--- src/rtl/csr_regs_pkg.sv ---
package csr_regs_pkg;
  typedef enum logic [3:0] {
    RSP_OK       = 4'd0,
    RSP_TYPE_ERR = 4'd6,
    RSP_ADDR_ERR = 4'd7
  } rsp_code_e;

  typedef enum logic [3:0] {
    SEL_NONE, SEL_NODE, SEL_RST_START, SEL_SPLIT_HI, SEL_SPLIT_LO,
    SEL_CYCLE, SEL_BUSTIME, SEL_BUSY, SEL_BCAST
  } reg_sel_e;

  localparam int unsigned OFF_NODE      = 'h008;
  localparam int unsigned OFF_RST_START = 'h00C;
  localparam int unsigned OFF_SPLIT_HI  = 'h018;
  localparam int unsigned OFF_SPLIT_LO  = 'h01C;
  localparam int unsigned OFF_CYCLE     = 'h200;
  localparam int unsigned OFF_BUSTIME   = 'h204;
  localparam int unsigned OFF_BUSY      = 'h210;
  localparam int unsigned OFF_BCAST     = 'h234;

  localparam int SEC_W      = 3;
  localparam int FRAC_W     = 13;
  localparam int FRAC_LSB   = 32 - FRAC_W;
  localparam int UNIT_W     = SEC_W + FRAC_W;
  localparam int FRAC_RESET = 800;
  localparam int BT_LSB     = 7;
  localparam int CYC_SHIFT  = 25;
  localparam int BUSNUM_W   = 10;
  localparam int PHYNUM_W   = 6;
  localparam int NODE_W     = BUSNUM_W + PHYNUM_W;
  localparam logic [29:0] BCAST_CHAN = 30'h1F;
endpackage

--- src/rtl/csr_addr_decode.sv ---
module csr_addr_decode
  import csr_regs_pkg::*;
#(
  parameter int ADDR_W = 12,
  parameter int LEN_W  = 10
) (
  input  logic [ADDR_W-1:0] addr,
  input  logic [LEN_W-1:0]  len,
  input  logic              is_write,
  output reg_sel_e          sel,
  output rsp_code_e         code
);
  logic misaligned;
  assign misaligned = (addr[1:0] != 2'b00) || (len[1:0] != 2'b00);

  always_comb begin
    case (32'(addr))
      OFF_NODE:      sel = SEL_NODE;
      OFF_RST_START: sel = SEL_RST_START;
      OFF_SPLIT_HI:  sel = SEL_SPLIT_HI;
      OFF_SPLIT_LO:  sel = SEL_SPLIT_LO;
      OFF_CYCLE:     sel = SEL_CYCLE;
      OFF_BUSTIME:   sel = SEL_BUSTIME;
      OFF_BUSY:      sel = SEL_BUSY;
      OFF_BCAST:     sel = SEL_BCAST;
      default:       sel = SEL_NONE;
    endcase
  end

  always_comb begin
    if (misaligned)                             code = RSP_TYPE_ERR;
    else if (sel == SEL_NONE || sel == SEL_BUSY) code = RSP_ADDR_ERR;
    else if (sel == SEL_RST_START && !is_write)  code = RSP_TYPE_ERR;
    else                                         code = RSP_OK;
  end
endmodule

--- src/rtl/csr_split_timeout.sv ---
module csr_split_timeout
  import csr_regs_pkg::*;
#(
  parameter int TICK_HZ = 1000,
  localparam int HZ_W   = $clog2(TICK_HZ + 1),
  localparam int PROD_W = UNIT_W + HZ_W,
  localparam int TICK_W = PROD_W - FRAC_W + 1
) (
  input  logic              clk,
  input  logic              rst,
  input  logic              wr_sec,
  input  logic              wr_frac,
  input  logic [31:0]       wdata,
  output logic [SEC_W-1:0]  sec_q,
  output logic [FRAC_W-1:0] frac_q,
  output logic [TICK_W-1:0] ticks_q
);
  localparam int RST_TICKS_I = ((FRAC_RESET * TICK_HZ) >> FRAC_W) + 1;
  localparam logic [TICK_W-1:0] RST_TICKS = TICK_W'(RST_TICKS_I);

  logic [UNIT_W-1:0] units;
  logic [PROD_W-1:0] prod;
  assign units = {sec_q, frac_q};
  assign prod  = PROD_W'(units) * PROD_W'(TICK_HZ);

  always_ff @(posedge clk) begin
    if (rst) begin
      sec_q   <= '0;
      frac_q  <= FRAC_W'(FRAC_RESET);
      ticks_q <= RST_TICKS;
    end else begin
      if (wr_sec)  sec_q  <= wdata[SEC_W-1:0];
      if (wr_frac) frac_q <= wdata[31:FRAC_LSB];
      ticks_q <= TICK_W'(prod >> FRAC_W) + TICK_W'(1);
    end
  end


  ticks_nonzero_chk: assert property (@(posedge clk) disable iff (rst)
    ticks_q != '0);

  ticks_hold_chk: assert property (@(posedge clk) disable iff (rst)
    (!wr_sec && !wr_frac && !$past(wr_sec) && !$past(wr_frac) && !$past(rst))
      |=> $stable(ticks_q));
endmodule

--- src/rtl/csr_bus_clock.sv ---
module csr_bus_clock
  import csr_regs_pkg::*;
(
  input  logic              clk,
  input  logic              rst,
  input  logic              smp_valid,
  input  logic [31:0]       smp_value,
  input  logic              wr_cycle,
  input  logic              wr_bus,
  input  logic [31:0]       wdata,
  output logic [31:0]       cycle_q,
  output logic [31-BT_LSB:0] bus_q
);
  logic wrapped;
  assign wrapped = smp_valid && (smp_value < cycle_q);

  always_ff @(posedge clk) begin
    if (rst) begin
      cycle_q <= '0;
      bus_q   <= '0;
    end else begin
      if (wr_cycle)       cycle_q <= wdata;
      else if (smp_valid) cycle_q <= smp_value;
      if (wr_bus)         bus_q <= wdata[31:BT_LSB];
      else if (wrapped)   bus_q <= bus_q + 1'b1;
    end
  end


  bus_wrap_chk: assert property (@(posedge clk) disable iff (rst)
    (smp_valid && !wr_cycle && !wr_bus && smp_value < cycle_q)
      |=> bus_q == $past(bus_q) + 1'b1);

  bus_hold_chk: assert property (@(posedge clk) disable iff (rst)
    (!smp_valid && !wr_bus) |=> $stable(bus_q));
endmodule

--- src/rtl/csr_core_regs.sv ---
module csr_core_regs
  import csr_regs_pkg::*;
#(
  parameter int ADDR_W  = 12,
  parameter int LEN_W   = 10,
  parameter int TICK_HZ = 1000,
  localparam int TICK_W = UNIT_W + $clog2(TICK_HZ + 1) - FRAC_W + 1
) (
  input  logic              clk,
  input  logic              rst,
  input  logic              bus_reset,
  input  logic [15:0]       phy_node_id,
  input  logic              req_valid,
  input  logic              req_write,
  input  logic [ADDR_W-1:0] req_addr,
  input  logic [LEN_W-1:0]  req_len,
  input  logic [31:0]       req_wdata,
  input  logic              cyc_smp_valid,
  input  logic [31:0]       cyc_smp_value,
  output logic              rsp_valid,
  output logic [3:0]        rsp_code,
  output logic [31:0]       rsp_rdata,
  output logic [TICK_W-1:0] timeout_ticks
);
  reg_sel_e  sel;
  rsp_code_e code;
  logic      ok, wr;

  csr_addr_decode #(.ADDR_W(ADDR_W), .LEN_W(LEN_W)) u_dec (
    .addr(req_addr), .len(req_len), .is_write(req_write),
    .sel(sel), .code(code));

  assign ok = req_valid && (code == RSP_OK);
  assign wr = ok && req_write;

  logic [SEC_W-1:0]  sec_q;
  logic [FRAC_W-1:0] frac_q;

  csr_split_timeout #(.TICK_HZ(TICK_HZ)) u_to (
    .clk(clk), .rst(rst),
    .wr_sec(wr && sel == SEL_SPLIT_HI), .wr_frac(wr && sel == SEL_SPLIT_LO),
    .wdata(req_wdata), .sec_q(sec_q), .frac_q(frac_q), .ticks_q(timeout_ticks));

  logic [31:0]        cycle_q;
  logic [31-BT_LSB:0] bus_q;

  csr_bus_clock u_clk (
    .clk(clk), .rst(rst), .smp_valid(cyc_smp_valid), .smp_value(cyc_smp_value),
    .wr_cycle(wr && sel == SEL_CYCLE), .wr_bus(wr && sel == SEL_BUSTIME),
    .wdata(req_wdata), .cycle_q(cycle_q), .bus_q(bus_q));

  logic [NODE_W-1:0] node_q;
  logic              bvalid_q;

  always_ff @(posedge clk) begin
    if (rst) begin
      node_q   <= '0;
      bvalid_q <= 1'b0;
    end else if (bus_reset) begin
      node_q   <= phy_node_id;
      bvalid_q <= 1'b0;
    end else begin
      if (wr && sel == SEL_NODE)
        node_q[NODE_W-1:PHYNUM_W] <= req_wdata[31:32-BUSNUM_W];
      if (wr && sel == SEL_BCAST)
        bvalid_q <= req_wdata[30];
    end
  end

  logic [31:0] rd_mux;
  always_comb begin
    case (sel)
      SEL_NODE:     rd_mux = {node_q, 16'h0};
      SEL_SPLIT_HI: rd_mux = {{(32-SEC_W){1'b0}}, sec_q};
      SEL_SPLIT_LO: rd_mux = {frac_q, {FRAC_LSB{1'b0}}};
      SEL_CYCLE:    rd_mux = cycle_q;
      SEL_BUSTIME:  rd_mux = {bus_q, {BT_LSB{1'b0}}} | (cycle_q >> CYC_SHIFT);
      SEL_BCAST:    rd_mux = {1'b1, bvalid_q, BCAST_CHAN};
      default:      rd_mux = '0;
    endcase
  end

  always_ff @(posedge clk) begin
    if (rst) begin
      rsp_valid <= 1'b0;
      rsp_code  <= RSP_OK;
      rsp_rdata <= '0;
    end else begin
      rsp_valid <= req_valid;
      if (req_valid) begin
        rsp_code  <= code;
        rsp_rdata <= (ok && !req_write) ? rd_mux : 32'h0;
      end
    end
  end


  misalign_type_chk: assert property (@(posedge clk) disable iff (rst)
    (req_valid && (req_addr[1:0] != 0 || req_len[1:0] != 0))
      |=> rsp_valid && rsp_code == 4'd6 && rsp_rdata == 32'h0);

  rsp_follows_req_chk: assert property (@(posedge clk) disable iff (rst)
    req_valid |=> rsp_valid);

  no_spurious_rsp_chk: assert property (@(posedge clk) disable iff (rst)
    !req_valid |=> !rsp_valid);

  phys_kept_chk: assert property (@(posedge clk) disable iff (rst)
    !bus_reset |=> node_q[PHYNUM_W-1:0] == $past(node_q[PHYNUM_W-1:0]));

  bcast_write_chk: assert property (@(posedge clk) disable iff (rst)
    (wr && sel == SEL_BCAST && !bus_reset) |=> bvalid_q == $past(req_wdata[30]));

  bus_reset_chk: assert property (@(posedge clk) disable iff (rst)
    bus_reset |=> node_q == $past(phy_node_id) && !bvalid_q);
endmodule

--- config.mk ---
export PLATFORM = sky130hd
export DESIGN_NAME = csr_core_regs
export DESIGN_NICKNAME = d
export VERILOG_FILES = /design/src/rtl/csr_regs_pkg.sv /design/src/rtl/csr_addr_decode.sv /design/src/rtl/csr_split_timeout.sv /design/src/rtl/csr_bus_clock.sv /design/src/rtl/csr_core_regs.sv
export SDC_FILE = /design/constraint.sdc
export NUM_CORES = 1
export LEC_CHECK = 0
export BUFFER_PORTS_ARGS = -buffer_cell sky130_fd_sc_hd__buf_2
export CAP_MARGIN = 20
export CELL_PAD_IN_SITES_DETAIL_PLACEMENT = 0
export CELL_PAD_IN_SITES_GLOBAL_PLACEMENT = 1
export CORE_ASPECT_RATIO = 0.5
export CORE_MARGIN = 3
export CORE_UTILIZATION = 44
export CTS_BUF_LIST = sky130_fd_sc_hd__clkbuf_16
export DETAILED_ROUTE_END_ITERATION = 10
export GPL_ROUTABILITY_DRIVEN = 1
export PLACE_DENSITY = 0.92
export SETUP_SLACK_MARGIN = 0.05
export SYNTH_ARGS = -nofsm -noshare
export SYNTH_HDL_FRONTEND = slang
export SYNTH_HIERARCHICAL = 1
export SYNTH_SLANG_ARGS = --single-unit
--- constraint.sdc ---
create_clock -name clk -period 5.5 [get_ports clk]
set_clock_uncertainty 0.15 [all_clocks]
set_input_delay 1.1 -clock clk [delete_from_list [all_inputs] [get_ports clk]]
set_output_delay 1.1 -clock clk [all_outputs]
set_load 0.05 [all_outputs]
==> results of run 1 <==
-- cell type report --
cell class / count / area [um^2]
tap: 307 / 384
clock inverter: 14 / 168
sequential: 141 / 2830
timing repair buffer: 169 / 908
clock buffer: 17 / 425
multi-input combinational: 904 / 7160
fill: 2155 / 11000
inverter: 118 / 443
antenna: 3 / 7.51
-- cells by family (layout without fill, tap and decap cells) --
family	count (synthesis)	after routing	share of synthesized area
flip-flops	141	141	0.263
other	1	4	0.000350
adder cells (fa/ha/maj)	137	137	0.197
AO/OA/AOI/OAI	283	283	0.194
AND/OR/NAND/NOR	393	393	0.191
buffers and inverters	188	318	0.0717
XOR/XNOR	23	23	0.0195
multiplexers	67	67	0.0627
-- routing by layer --
| metal | vias up | GRT usage | share of wire |
|---|---|---|---|
| met5 | - | 0 | 0 |
| met4 | 0 | 0.0890 | 0.022 |
| met3 | 48 | 0.0445 | 0.067 |
| met2 | 374 | 0.391 | 0.47 |
| met1 | 4691 | 0.312 | 0.44 |
| li1 | 4694 | - | - |
-- state kept, by name, indices dropped and copies added (netlist names) --
| register | cells |
|---|---|
| u_to/ticks_q | 14 |
| rsp_rdata | 32 |
| rsp_code | 4 |
| bvalid_q | 1 |
| rsp_valid | 1 |
| u_clk/bus_q | 25 |
| u_to/frac_q | 13 |
| u_to/sec_q | 3 |
| u_clk/cycle_q | 32 |
| node_q | 16 |
-- timing repair --
action,CTS,global route
hold buffers,0,0
setup endpoints to repair,0,9
gates resized for setup,0,15
-- cell usage in the layout (no fill, tap or decap), types with 19 or more instances in the layout --
| master | synthesis | routed |
|---|---|---|
| a21oi_1 | 63 | 61 |
| buf_2 | 17 | 149 |
| mux2i_1 | 66 | 66 |
| nor2_1 | 145 | 144 |
| nand3_1 | 26 | 26 |
| dfxtp_1 | 141 | 136 |
| buf_4 | 9 | 19 |
| fa_1 | 53 | 53 |
| inv_1 | 117 | 118 |
| nand2_1 | 77 | 77 |
| o21ai_0 | 43 | 42 |
| nand4_1 | 20 | 20 |
| ha_1 | 84 | 83 |
-- final timing paths --
| kind | end | slack, ns | depth (start not counted) |
|---|---|---|---|
| min | rsp_rdata[19]$_SDFFE_PP0P_ | 0.30 | 2 |
| min reg2reg | rsp_rdata[19]$_SDFFE_PP0P_ | 0.30 | 2 |
| max reg2reg | u_to/ticks_q[12]$_SDFF_PP0_ | 0.33 | 15 |
| max | u_to/ticks_q[12]$_SDFF_PP0_ | 0.33 | 15 |
-- report_power, final --
part           total (mW)  switching (mW)  internal, mW
clock network        1.19           0.481         0.711
registers            1.07          0.0215          1.05
logic               0.252           0.153        0.0989
-- synthesized netlist by cell type, drive strengths merged (5+ instances only) --
cell type and n:
nor2 146, dfxtp 141, inv 117, ha 84, nand2 78, mux2i 66
a21oi 65, fa 53, o21ai 51, clkbuf 40, buf 30, nand3 27
nand4 21, nor3 21, and3 20, a211oi 19, a222oi 16, xnor2 14
a22oi 13, nor4 13, or4 13, a21boi 11, a21o 10, a221oi 10
and4 10, o211ai 9, o31ai 9, xor2 9, a311oi 8, or3 8
a2111oi 7, nand2b 6, nor4b 6, a211o 5, a22o 5, a2bb2oi 5
a32oi 5, o21a 5
-- metrics by stage --
step | hold WS, ns | instance area [um^2] | utilization | std cells | setup slack (ns)
after floorplan | 0.311 | 10700 | - | 1233 | 0.591
after global placement | 0.285 | 11700 | 0.500 | 1639 | 0.236
after detailed placement | 0.291 | 11700 | 0.500 | 1639 | 0.119
after CTS | 0.305 | 12300 | 0.525 | 1670 | 0.0936
after global routing | 0.322 | 12300 | 0.527 | 1673 | 0.0502
final | 0.301 | 12300 | 0.527 | 1673 | 0.334
-- critical path, cell delays in order, from the launching register on --
cell	delay (ns)
dfxtp_1	0.34
inv_1	0.27
fa_1	0.51
fa_1	0.55
fa_1	0.44
fa_1	0.52
inv_1	0.04
ha_1	0.46
nand2_1	0.11
o21ai_2	0.26
mux2_2	0.36
nor2_1	0.21
nand4_2	0.21
nor3_4	0.32
a31o_1	0.19
a21oi_1	0.06
==> flow_summary_export.csv, run 1 <==
group,metric,value,unit
run_status,run_status,"finished clean",
clock_tree,tritoncts,"yes",
logic_synthesis,synth_edf_count,0,
floorplanning,die_w,227,um
pwr,leakage,5.44,nW
drt,postRouteAntennaNets,0,
floorplanning,io_pins,159,
sta,rsz0062_at_grt,"no",
clock_tree,cts_inserted_buffers,17,
logic_synthesis,synth-seq-cells,141,
placement,hpwl,23100,um
global_route,gr-total-overflow,0,
flow_run,cap_violations,0,
global_route,grt_pass1_wl,49200,um
floorplanning,num_rows,39,
global_route,grt_usage,0.237,
sta,finalSetupTns,0,ns
drt,drtPass1Iterations,9,
clock_tree,post_cts_buffers,0,
clock_tree,clkSlewWorstSetupHoldPaths,0.06,ns
critical_path,critPathKind,"reg2reg",
clock_tree,clockBufferDepth,2,
logic_synthesis,ys_warn_count,6,
drt,wirelength,31100,um
sta,maxSlewViolCount,0,
sta,finalHoldViolations,0,
clock_tree,clk_latency,0.44,ns
critical_path,start_kind,"register",
logic_synthesis,postSynthCellCount,1233,
floorplanning,dieArea,26400,um^2
floorplanning,core,23400,um^2
drt,first_iter_violations,1110,
logic_synthesis,synth_top_cells_by_area,"dfxtp_1 26%, fa_1 9.9%, ha_1 9.8%",
logic_synthesis,syn_area,10700,um^2
sta,fin_crit_sh,0.939,
placement,gp_congestion,0.881,
global_route,antenna_found_initial,3,
pwr,ir_drop,0.203,mV
logic_synthesis,yosysTopAreaCellShare,0.263,
logic_synthesis,yosysUniqueCellTypes,93,
hold_path,hp-class,"reg2reg",
logic_synthesis,avgSynthCellArea,8.69,um^2
drt,via_count,9807,
placement,io_buffers,150,
logic_synthesis,yosysSeqAreaShare,0.263,
critical_path,reg2reg_from,"u_to/frac_q[8]$_SDFFE_PP1P_",
global_route,grt_max_degree,76,
final_layout,drive_above_1_share,0.183,
critical_path,worstPathRequired,5.65,ns
critical_path,cp-startpoint,"u_to/frac_q[8]$_SDFFE_PP1P_",
critical_path,crit_path_max_fanout,10,
global_route,grt_pass1_vias,9490,
sta,worstMarginPinSlew,0.894,ns
hold_path,hp-start,"rsp_rdata[19]$_SDFFE_PP0P_",
logic_synthesis,yosysTopAreaCell,"dfxtp_1",
sta,fmax,194,MHz
logic_synthesis,synth_ff_type,"dfxtp_1",
final_layout,num-nets-final,1596,
sta,maxSlewHeadroom,0.404,
floorplanning,initial_core_util,0.458,
drt,viasPerCell,5.86,
logic_synthesis,syn_nets,1478,
sta,period_needed,5.17,ns
logic_synthesis,async_reset_ff_frac,0,
critical_path,cp.arrival,5.32,ns
floorplanning,die_h,116,um
final_layout,syn_to_final_growth,15.1,%
clock_tree,root_buffer,"clkbuf_16",
drt,wl_per_cell,18.6,um
critical_path,worstSetupEndpointType,"register",
drt,drc,0,
sta,setup_viol,0,
clock_tree,cts_htree_levels,4,
pwr,power,2.51,mW
clock_tree,cts_sinks,141,
pwr,power_density,204,nW/um^2
No activity file was read; power rests on OpenSTA's default activity.
==> run 2: changes to the inputs <==
--- a/config.mk
+++ b/config.mk
@@ -10,12 +10,14 @@
 export CELL_PAD_IN_SITES_DETAIL_PLACEMENT = 0
 export CELL_PAD_IN_SITES_GLOBAL_PLACEMENT = 1
 export CORE_ASPECT_RATIO = 0.5
-export CORE_MARGIN = 3
+export CORE_MARGIN = 10
 export CORE_UTILIZATION = 44
 export CTS_BUF_LIST = sky130_fd_sc_hd__clkbuf_16
+export CTS_CLUSTER_SIZE = 24
 export DETAILED_ROUTE_END_ITERATION = 10
 export GPL_ROUTABILITY_DRIVEN = 1
 export PLACE_DENSITY = 0.92
+export REMOVE_ABC_BUFFERS = 1
 export SETUP_SLACK_MARGIN = 0.05
 export SYNTH_ARGS = -nofsm -noshare
 export SYNTH_HDL_FRONTEND = slang
==> run 2 against run 1 <==
Net effect:
- total power is 0.85% lower
- worst setup slack got worse by 0.0051 ns
- final cell count is 0.60% higher
- critical path type unchanged
- largest power group unchanged
==> flow_summary_export.csv, run 2 (synthesis results as in run 1) <==
group,metric,value,unit
clock_tree,tritoncts,"yes",
pwr,ir_drop,0.206,mV
drt,top_layer_used,"met4",
pwr,power_density,202,nW/um^2
sta,finalHoldViolations,0,
global_route,gr-total-overflow,0,
clock_tree,root_buffer,"clkbuf_16",
drt,viasPerCell,5.82,
critical_path,r2r_setup_slack,0.33,ns
hold_path,hp-start,"rsp_rdata[12]$_SDFFE_PP0P_",
drt,drc,0,
floorplanning,dieArea,31400,um^2
sta,maxSlewHeadroom,0.332,
pwr,power,2.49,mW
drt,wl_met3,1960,um
hold_path,hp-class,"reg2reg",
drt,met2WireLength,15300,um
drt,wirelength,31500,um
final_layout,post-route-util,0.514,
drt,wl_per_cell,18.7,um
sta,worstMarginPinSlew,1.00,ns
hold_path,hold_end,"rsp_rdata[12]$_SDFFE_PP0P_",
floorplanning,core,24000,um^2
drt,wl_met1,13400,um
sta,period_needed,5.17,ns
critical_path,start_kind,"register",
sta,fin_crit_sh,0.940,
sta,rsz0062_at_grt,"no",
drt,via_count,9795,
global_route,grt_pass1_wl,49800,um
critical_path,timing.rr.end,"u_to/ticks_q[12]$_SDFF_PP0_",
critical_path,cp.arrival,5.31,ns
placement,hpwl,23300,um
floorplanning,num_rows,40,
global_route,grt_pass1_vias,9754,
placement,gp_congestion,0.876,
final_layout,mostFrequentLayoutCell,"buf_2",
clock_tree,cts_inserted_buffers,17,
clock_tree,cts_htree_levels,4,
clock_tree,post_cts_buffers,0,
drt,drtPass1Iterations,10,
floorplanning,die_h,130,um
final_layout,syn_to_final_growth,15.0,%
floorplanning,initial_core_util,0.447,
clock_tree,clk_latency,0.44,ns
final_layout,fillerInstances,2192,
drt,postRouteAntennaNets,0,
placement,post-place-cells,1648,
drt,first_iter_violations,948,
floorplanning,io_pins,159,
clock_tree,cts_sinks,141,
final_layout,fin_cells,1683,
floorplanning,die_w,241,um
sta,setup_viol,0,
final_layout,multi_input_comb_area,7150,um^2
run_status,run_status,"finished clean",
global_route,grt_usage,0.198,
sta,maxSlewViolCount,0,
hold_path,min_path_cells,2,
critical_path,worstSetupEndpointType,"register",
critical_path,worstPathRequired,5.63,ns
final_layout,regArea,2830,um^2
final_layout,num-nets-final,1597,
critical_path,worstRegToRegCells,17,
pwr,leakage,5.42,nW
final_layout,reg.largest.list,"rsp_rdata (32), u_clk/cycle_q (32), u_clk/bus_q (25)",
sta,fmax,193,MHz
clock_tree,clockBufferDepth,2,
global_route,grt_max_degree,57,
critical_path,critPathKind,"reg2reg",
critical_path,crit_path_max_fanout,13,
flow_run,cap_violations,0,
placement,io_buffers,150,
global_route,antenna_found_initial,3,
clock_tree,clkSlewWorstSetupHoldPaths,0.07,ns
final_layout,layout_common_cells,"149 x buf_2, 144 x nor2_1, 134 x dfxtp_1",
critical_path,reg2reg_from,"u_to/frac_q[8]$_SDFFE_PP1P_",
final_layout,drive_above_1_share,0.187,
-- run 2: through the flow --
step / hold slack, ns / setup WS [ns] / area, um^2 / TNS [ns]
finish: 0.302 / 0.329 / 12300 / 0
global route: 0.337 / 0.0542 / 12300 / 0
CTS: 0.306 / 0.0972 / 12300 / 0
detailed placement: 0.293 / 0.144 / 11700 / 0
global placement: 0.286 / 0.231 / 11700 / 0
floorplan: 0.311 / -0.135 / 10400 / -0.261
-- run 2: report_power, final --
part           switching [mW]  internal [mW]  leakage (nW)  total [mW]
logic                   0.150         0.0983          4.00       0.248
registers              0.0221           1.05          1.15        1.07
clock network           0.501          0.674         0.275        1.17
-- run 2: worst max-delay path by stage --
stage                           startpoint                            to  slack [ns]  depth (start not counted)
6_report       u_to/frac_q[8]$_SDFFE_PP1P_   u_to/ticks_q[12]$_SDFF_PP0_        0.33                         17
3_5_place_dp   u_to/frac_q[2]$_SDFFE_PP0P_   u_to/ticks_q[12]$_SDFF_PP0_        0.14                         16
3_3_place_gp   u_to/frac_q[2]$_SDFFE_PP0P_   u_to/ticks_q[12]$_SDFF_PP0_        0.23                         16
5_1_grt        u_to/frac_q[8]$_SDFFE_PP1P_   u_to/ticks_q[12]$_SDFF_PP0_        0.05                         17
2_1_floorplan                  req_addr[7]  u_clk/bus_q[18]$_SDFFE_PP0P_       -0.14                          9
4_1_cts        u_to/frac_q[2]$_SDFFE_PP0P_   u_to/ticks_q[12]$_SDFF_PP0_         0.1                         16
-- run 2: area by class of cell --
class | count | share of cell area
antenna | 3 | 0.000609
tap | 315 | 0.0320
sequential | 141 | 0.230
multi-input combinational | 904 | 0.580
timing repair buffer | 170 | 0.0733
inverter | 118 | 0.0360
clock inverter | 15 | 0.0132
clock buffer | 17 | 0.0345
-- run 2: layer usage --
layer	global-route usage	up-vias
met5	0	-
met4	0.0799	0
met3	0.0429	52
met2	0.339	338
met1	0.238	4723
li1	-	4682
-- run 2: worst max-delay path: stages (launching register included) --
cell and delay [ns]:
dfxtp_1 0.38, inv_1 0.18, fa_1 0.54, fa_1 0.51, inv_1 0.05, fa_1 0.50
inv_1 0.05, fa_1 0.49, inv_1 0.04, ha_2 0.44, nand2_1 0.11, o21a_1 0.24
a22o_1 0.22, nor3_2 0.30, nand4_2 0.23, nor3_4 0.34, a31o_1 0.19, a21oi_1 0.05
-- run 2: timing repair --
item,CTS,global route
endpoints found under the setup margin,0,9
gates resized for setup,0,14
hold buffers,0,0
